===== config.mk =====
export PLATFORM = sky130hd
export DESIGN_NAME = regsel_top
export DESIGN_NICKNAME = d
export VERILOG_FILES = /design/src/rtl/regsel_pkg.sv /design/src/rtl/regsel_rst_sync.sv /design/src/rtl/regsel_id_decode.sv /design/src/rtl/regsel_bank.sv /design/src/rtl/regsel_top.sv
export SDC_FILE = /design/constraint.sdc
export NUM_CORES = 2
export LEC_CHECK = 0
export BUFFER_PORTS_ARGS = -buffer_cell sky130_fd_sc_hd__clkbuf_2
export CELL_PAD_IN_SITES_DETAIL_PLACEMENT = 1
export CELL_PAD_IN_SITES_GLOBAL_PLACEMENT = 1
export CORE_AREA = 2 2 457 459
export CTS_CLUSTER_SIZE = 12
export DETAILED_ROUTE_END_ITERATION = 10
export DIE_AREA = 0 0 459 461
export GPL_TIMING_DRIVEN = 0
export HOLD_SLACK_MARGIN = 0.1
export PLACE_DENSITY = 0.64
export SETUP_SLACK_MARGIN = 0.4
export SYNTH_ARGS = -nofsm -noshare
export SYNTH_HDL_FRONTEND = slang
export SYNTH_SLANG_ARGS = --single-unit

===== constraint.sdc =====
create_clock -name clk -period 27.7 [get_ports clk]
set_input_delay 2.77 -clock clk [delete_from_list [all_inputs] [get_ports clk]]
set_output_delay 2.77 -clock clk [all_outputs]
set_load 0.01 [all_outputs]

===== src/rtl/regsel_pkg.sv =====
package regsel_pkg;
  localparam int ID_W = 4;
  localparam logic [ID_W-1:0] ID_NONE = '1;

  localparam logic [3:0] OP_HALT = 4'h0;
  localparam logic [3:0] OP_NOP  = 4'h1;
  localparam logic [3:0] OP_MOVC = 4'h2;
  localparam logic [3:0] OP_IMMV = 4'h3;
  localparam logic [3:0] OP_STOR = 4'h4;
  localparam logic [3:0] OP_LOAD = 4'h5;
  localparam logic [3:0] OP_ALU  = 4'h6;
  localparam logic [3:0] OP_JUMP = 4'h7;
  localparam logic [3:0] OP_CALL = 4'h8;
  localparam logic [3:0] OP_RET  = 4'h9;
  localparam logic [3:0] OP_PUSH = 4'hA;
  localparam logic [3:0] OP_POP  = 4'hB;

  typedef struct packed {
    logic [ID_W-1:0] src_a;
    logic [ID_W-1:0] src_b;
    logic [ID_W-1:0] dst_e;
    logic [ID_W-1:0] dst_m;
  } regids_t;
endpackage


===== src/rtl/regsel_rst_sync.sv =====
module regsel_rst_sync #(
  parameter int STAGES = 2
) (
  input  logic clk,
  input  logic rst_n,
  output logic rst_sync_n
);
  logic [STAGES-1:0] chain_q;
  logic [STAGES-1:0] chain_d;

  always_comb chain_d = {chain_q[STAGES-2:0], 1'b1};

  always_ff @(posedge clk or negedge rst_n) begin
    if (!rst_n) chain_q <= '0;
    else        chain_q <= chain_d;
  end

  assign rst_sync_n = chain_q[STAGES-1];
endmodule


===== src/rtl/regsel_id_decode.sv =====
module regsel_id_decode
  import regsel_pkg::*;
#(
  parameter logic [ID_W-1:0] SP_ID = 4'd4
) (
  input  logic [3:0]      icode,
  input  logic [ID_W-1:0] ra,
  input  logic [ID_W-1:0] rb,
  input  logic            cnd,
  output regids_t         ids
);
  always_comb begin
    ids = '{src_a: ID_NONE, src_b: ID_NONE, dst_e: ID_NONE, dst_m: ID_NONE};
    unique case (icode)
      OP_MOVC: begin
        ids.src_a = ra;
        ids.dst_e = cnd ? rb : ID_NONE;
      end
      OP_IMMV: ids.dst_e = rb;
      OP_STOR: begin
        ids.src_a = ra;
        ids.src_b = rb;
      end
      OP_LOAD: begin
        ids.src_b = rb;
        ids.dst_m = ra;
      end
      OP_ALU: begin
        ids.src_a = ra;
        ids.src_b = rb;
        ids.dst_e = rb;
      end
      OP_CALL: begin
        ids.src_b = SP_ID;
        ids.dst_e = SP_ID;
      end
      OP_RET: begin
        ids.src_a = SP_ID;
        ids.src_b = SP_ID;
        ids.dst_e = SP_ID;
      end
      OP_PUSH: begin
        ids.src_a = ra;
        ids.src_b = SP_ID;
        ids.dst_e = SP_ID;
      end
      OP_POP: begin
        ids.src_a = SP_ID;
        ids.src_b = SP_ID;
        ids.dst_e = SP_ID;
        ids.dst_m = ra;
      end
      default: ;
    endcase
  end
endmodule


===== src/rtl/regsel_bank.sv =====
module regsel_bank
  import regsel_pkg::*;
#(
  parameter int XLEN = 64,
  parameter int NREG = 15
) (
  input  logic            clk,
  input  logic            rst_n,
  input  logic [ID_W-1:0] id_a,
  input  logic [ID_W-1:0] id_b,
  input  logic [ID_W-1:0] id_e,
  input  logic [ID_W-1:0] id_m,
  input  logic [XLEN-1:0] val_e,
  input  logic [XLEN-1:0] val_m,
  output logic [XLEN-1:0] rd_a,
  output logic [XLEN-1:0] rd_b
);
  logic [XLEN-1:0] rf [NREG];

  for (genvar i = 0; i < NREG; i++) begin : g_entry
    logic            hit_e, hit_m, wen;
    logic [XLEN-1:0] d, q;
    always_comb begin
      hit_e = (int'(id_e) == i);
      hit_m = (int'(id_m) == i);
      wen   = hit_e | hit_m;
      d     = hit_m ? val_m : val_e;
    end
    always_ff @(posedge clk or negedge rst_n) begin
      if (!rst_n)   q <= '0;
      else if (wen) q <= d;
    end
    assign rf[i] = q;
  end

  always_comb begin
    rd_a = (int'(id_a) < NREG) ? rf[id_a] : '0;
    rd_b = (int'(id_b) < NREG) ? rf[id_b] : '0;
  end

  p_write_e_r7: assert property (@(posedge clk) disable iff (!rst_n)
    (id_e != ID_NONE && id_e != id_m) |=> rf[$past(id_e)] == $past(val_e));

  p_prio_m_r8: assert property (@(posedge clk) disable iff (!rst_n)
    (id_m != ID_NONE) |=> rf[$past(id_m)] == $past(val_m));
endmodule


===== src/rtl/regsel_top.sv =====
module regsel_top
  import regsel_pkg::*;
#(
  parameter int              XLEN  = 64,
  parameter int              NREG  = 15,
  parameter logic [ID_W-1:0] SP_ID = 4'd4
) (
  input  logic            clk,
  input  logic            rst_n,
  input  logic [3:0]      icode,
  input  logic [ID_W-1:0] ra,
  input  logic [ID_W-1:0] rb,
  input  logic            cnd,
  input  logic [XLEN-1:0] val_e,
  input  logic [XLEN-1:0] val_m,
  output logic [ID_W-1:0] src_a,
  output logic [ID_W-1:0] src_b,
  output logic [ID_W-1:0] dst_e,
  output logic [ID_W-1:0] dst_m,
  output logic [XLEN-1:0] rd_a,
  output logic [XLEN-1:0] rd_b
);
  regids_t ids;
  logic    rst_sync_n;

  regsel_rst_sync #(.STAGES(2)) u_rst (
    .clk(clk), .rst_n(rst_n), .rst_sync_n(rst_sync_n));

  regsel_id_decode #(.SP_ID(SP_ID)) u_dec (
    .icode(icode), .ra(ra), .rb(rb), .cnd(cnd), .ids(ids));

  regsel_bank #(.XLEN(XLEN), .NREG(NREG)) u_bank (
    .clk(clk), .rst_n(rst_sync_n),
    .id_a(ids.src_a), .id_b(ids.src_b), .id_e(ids.dst_e), .id_m(ids.dst_m),
    .val_e(val_e), .val_m(val_m), .rd_a(rd_a), .rd_b(rd_b));

  assign src_a = ids.src_a;
  assign src_b = ids.src_b;
  assign dst_e = ids.dst_e;
  assign dst_m = ids.dst_m;

  p_cmov_cancel_r4: assert property (@(posedge clk) disable iff (!rst_n)
    (icode == OP_MOVC && !cnd) |-> (dst_e == ID_NONE && src_b == ID_NONE));

  p_stack_pop_r3: assert property (@(posedge clk) disable iff (!rst_n)
    (icode == OP_POP) |-> (src_a == SP_ID && src_b == SP_ID && dst_e == SP_ID));

  p_idle_r5: assert property (@(posedge clk) disable iff (!rst_n)
    (icode == OP_HALT || icode == OP_NOP || icode == OP_JUMP || icode >= 4'hC)
    |-> (src_a & src_b & dst_e & dst_m) == ID_NONE);

  p_null_read_r6: assert property (@(posedge clk) disable iff (!rst_n)
    (src_a == ID_NONE && src_b == ID_NONE) |-> (rd_a == '0 && rd_b == '0));
endmodule


==> results.md <==
| Parameter | This run |
|---|---|
| Worst reg2reg startpoint | u_rst.chain_q[1]$_DFF_PN0_ |
| Total number of yosys warnings | 0 |
| Peak supply drop | 0.0000615 V |
| Post-CTS clock slew at the launch and capture registers of the worst setup and hold paths | 0.06 ns |
| Outcome | finished, final reports clean |
| Critical Path Stages | 10 |
| Worst hold path type | reg2reg |
| Slowest stage cell on the critical path | sky130_fd_sc_hd__buf_2 |
| Element type at the critical path end | output port |
| Synth cell count leaders | sky130_fd_sc_hd__dfrtp_1 (962), sky130_fd_sc_hd__mux2_2 (775), sky130_fd_sc_hd__mux2i_1 (650), sky130_fd_sc_hd__a21oi_1 (582), sky130_fd_sc_hd__nor2_1 (529) |
| Input/output buffers | 279 |
| Nets in the synthesized netlist | 6548 |
| Placer Congestion | 0.976 |
| Detail-routed net length per standard cell | 36.0 um |
| GR Util met3 | 8.36% |
| Library cell used as clock root buffer | sky130_fd_sc_hd__clkbuf_16 |
| Fraction of post-synthesis cell area in the top cell type by area | 37.8% |
| Wire length of the first global-routing pass | 490000 um |
| PnR worst setup slack | 17.54 ns |
| Worst hold slack | 0.350 ns |
| Initial Utilization | 30.9% |
| Share of total power consumed by net switching | 35.9% |
| Worst setup endpoint | rd_a[46] |
| CP required | 24.93 ns |
| Post-layout net count | 6979 |
| Clock buffer depth | 3 |
| Register bit total from synthesis | 962 |
| Number of flops mapped to enable cells by yosys | 0 |
| Setup repair after global routing missed its margin | no |
| Post-synthesis cell type count | 74 |
| Power Density | 72.1 nW/um^2 |
| Largest net degree at the start of global routing | 66 |
| Portion of the clock cycle consumed by the worst path in the final layout | 36.7% |
| Final WL | 349000 um |
| Share of synthesized flip-flops with an asynchronous set or reset | 100% |
| Max transition margin | 1.35% |
| Category of the worst setup path launch point | input pin |
| Pre-CTS setup slack | 17.77 ns |
| Highest achievable clock rate | 0.0984 GHz |
| Endpoint of the lowest-slack register-to-register path | u_bank.g_entry[0].q[61]$_DFFE_PN0P_ |
| Synthesized instance count | 6405 |
| Global-route usage over all layers | 32.0% |
| Stage delay of the slowest cell on the critical path | 1.00 ns |
| Met1 capacity usage during global routing | 41.6% |
| Worst skew pair latency | 0.81 ns |
| Detailed-placement wirelength estimate | 262000 um |
| Clock tree skew after final layout | 0.0278 ns |
| P_int | 3.40 mW |
| Setup-failing EPs final | 0 |
| Number of max-slew violations in the final report | 0 |
| Via density per instance | 6.46 |
| Number of DRC markers after the initial detailed-route iteration | 7295 |
| Source of the critical timing path | icode[2] |
| Total instance count after detailed placement | 9420 |
| Non-Filler Cell Area, Final | 73600 sq um |
| Avg Cell Area, Syn | 9.95 sq um |
| Post-CTS Setup Bufs | 0 |
| Quantity of hold-fixing buffers added after cts | 0 |
| CP top delay family | buffers and inverters |
| Clock network power share | 32.2% |
| Critical Path, Cell by Cell | clkbuf_2, nand2b_1, buf_2, a2111oi_4, buf_2, buf_1, a21o_1, a221oi_1, o31ai_1, clkbuf_2 |
| Clock Sinks | 962 |
| Shortest period the worst path allows | 10.16 ns |
| Area growth, synth to finish | 15.4% |
| Cell count of the worst reg-to-reg path | 5 |
| Worst hold start | u_rst.chain_q[0]$_DFF_PN0_ |
| Final standard cell count with taps included and fillers excluded | 9684 |
| Die area | 212000 sq um |
| Top-level I/O count | 287 |
| Antenna violations before repair | 60 |
| Leading cell types by total area after synthesis | sky130_fd_sc_hd__dfrtp_1 (38%), sky130_fd_sc_hd__mux2_2 (14%), sky130_fd_sc_hd__mux2i_1 (10%), sky130_fd_sc_hd__a21oi_1 (4.6%), sky130_fd_sc_hd__nor2_1 (3.1%) |
| Clock buffers created by TritonCTS | 117 |
| Buf+Inv Stages, Crit Path | 5 |
| Drt pass-1 iters | 6 |
| Die Span X | 459 um |
| Ratio of cells with drive above 1 in the final layout | 25.0% |
| Row cnt | 167 |
| Area of the mapped netlist | 63700 sq um |
| TritonCTS clock tree | yes |
| Placed inst area | 69300 sq um |
| Max-capacitance violation count | 0 |
| Worst slew pin tran | 1.48 ns |
| Static leakage | 33.9 nW |
| Net switching power | 1.90 mW |
| Combinational fraction of design power | 25.5% |
| Post-CTS resize count | 0 |
| Sequential element share of the synthesized area | 37.8% |
| Routed via count | 62500 |
| Most used flip-flop cell after synthesis | sky130_fd_sc_hd__dfrtp_1 |
| Total core area | 206000 sq um |
| Proportion of power drawn by flip-flops and latches | 42.3% |
| Layout filler cell count | 23400 |
| Number of global-route vias before repair | 63000 |
| Total negative setup slack | 0 ns |
| Met2 capacity usage during global routing | 48.2% |
| Largest driver fanout on the critical path | 10 |
| Startpoint-to-endpoint class of the critical path | in2out |
| Most repeated cell in the gate-level netlist after synthesis | sky130_fd_sc_hd__dfrtp_1 |
| Minimum setup slack among reg-to-reg paths | 24.90 ns |
| Layer carrying the most global-route usage | met2 |
| Antenna-violating nets left | 0 |
| Number of H-tree levels | 3 |
| Number of remaining DRC errors | 0 |
| Biggest area consumer among synthesized cells | sky130_fd_sc_hd__dfrtp_1 |
| Final count of hold timing violations | 0 |
| Arrival time of the worst setup path | 7.39 ns |
| Die Ht | 461 um |
| Total grt overflow | 0 |
-- cell families (layout without fill, tap and decap cells) --
logic type	after synthesis	in the layout	share of synthesized area (%)
flops	962	962	37.8
buf+inv	830	1362	5.59
mux	1539	1539	26.1
other cells	1	44	0.00588
compound gates	2017	2017	22.7
simple gates	1056	1056	7.79
-- placed cells by master, fill, tap and decap left out, drive strengths merged, types with 67 or more instances in the layout --
cell / n
mux2: 887
o2111ai: 71
buf: 319
nand3: 72
o21ai: 204
a21oi: 582
a31oi: 126
a21o: 183
a221oi: 186
clkbuf: 976
nor2: 530
nand4: 128
o31ai: 189
nand2: 135
mux2i: 650
a32oi: 67
dfrtp: 962
a221o: 189
-- flip-flops by register name, summed over array words and instances, names as in the netlist --
signal,count
u_rst.chain_q,2
u_bank.g_entry.q,960
-- how the worst min path moves through the flow --
| stage | slack, ns | cells after the start | to |
|---|---|---|---|
| floorplan | 0.33 | 0 | u_rst.chain_q[1]$_DFF_PN0_ |
| global placement | 0.34 | 0 | u_rst.chain_q[1]$_DFF_PN0_ |
| detailed placement | 0.34 | 0 | u_rst.chain_q[1]$_DFF_PN0_ |
| CTS | 0.36 | 0 | u_rst.chain_q[1]$_DFF_PN0_ |
| global route | 0.36 | 0 | u_rst.chain_q[1]$_DFF_PN0_ |
| finish | 0.35 | 0 | u_rst.chain_q[1]$_DFF_PN0_ |
-- stage by stage --
step / power, mW / util, %
finish: 5.31 / 35.6
global route: 5.50 / 35.6
CTS: 5.26 / 35.6
detailed placement: 3.56 / 33.6
global placement: 3.48 / 33.2
floorplan: 2.98 / -
-- worst register-to-register path: cells and delay by family (launching register included) --
kind	cells	cell delay, ns
buffers and inverters	5	1.85
DFF	1	0.99
-- per-layer routing --
layer  up-vias  wire (um)  share of wire [%]
met5         -        223              0.064
met4        40      20500                5.9
met3       958      31300                9.0
met2      3640     153000                 44
met1     32500     144000                 41
li1      25400          -                  -
-- cell type report --
class	instances	area [sq um]	area share [%]
Sequential cell	962	24100	32.7
Antenna cell	43	108	0.146
Inverter	17	63.8	0.0868
Clock buffer	170	3460	4.70
Buffer	813	3510	4.78
Clock inverter	50	659	0.896
Tap cell	2704	3380	4.60
Multi-Input combinational cell	4613	36200	49.2
Timing Repair Buffer	312	2110	2.87
-- power by group through the flow --
stage / logic (mW) / registers (mW) / clock network (mW)
2_1_floorplan: 0.898 / 2.08 / 0
3_3_place_gp: 1.23 / 2.25 / 0
3_5_place_dp: 1.32 / 2.24 / 0
4_1_cts: 1.33 / 2.22 / 1.72
5_1_grt: 1.45 / 2.28 / 1.77
6_report: 1.35 / 2.25 / 1.71
(Power assumes the default switching activity.)
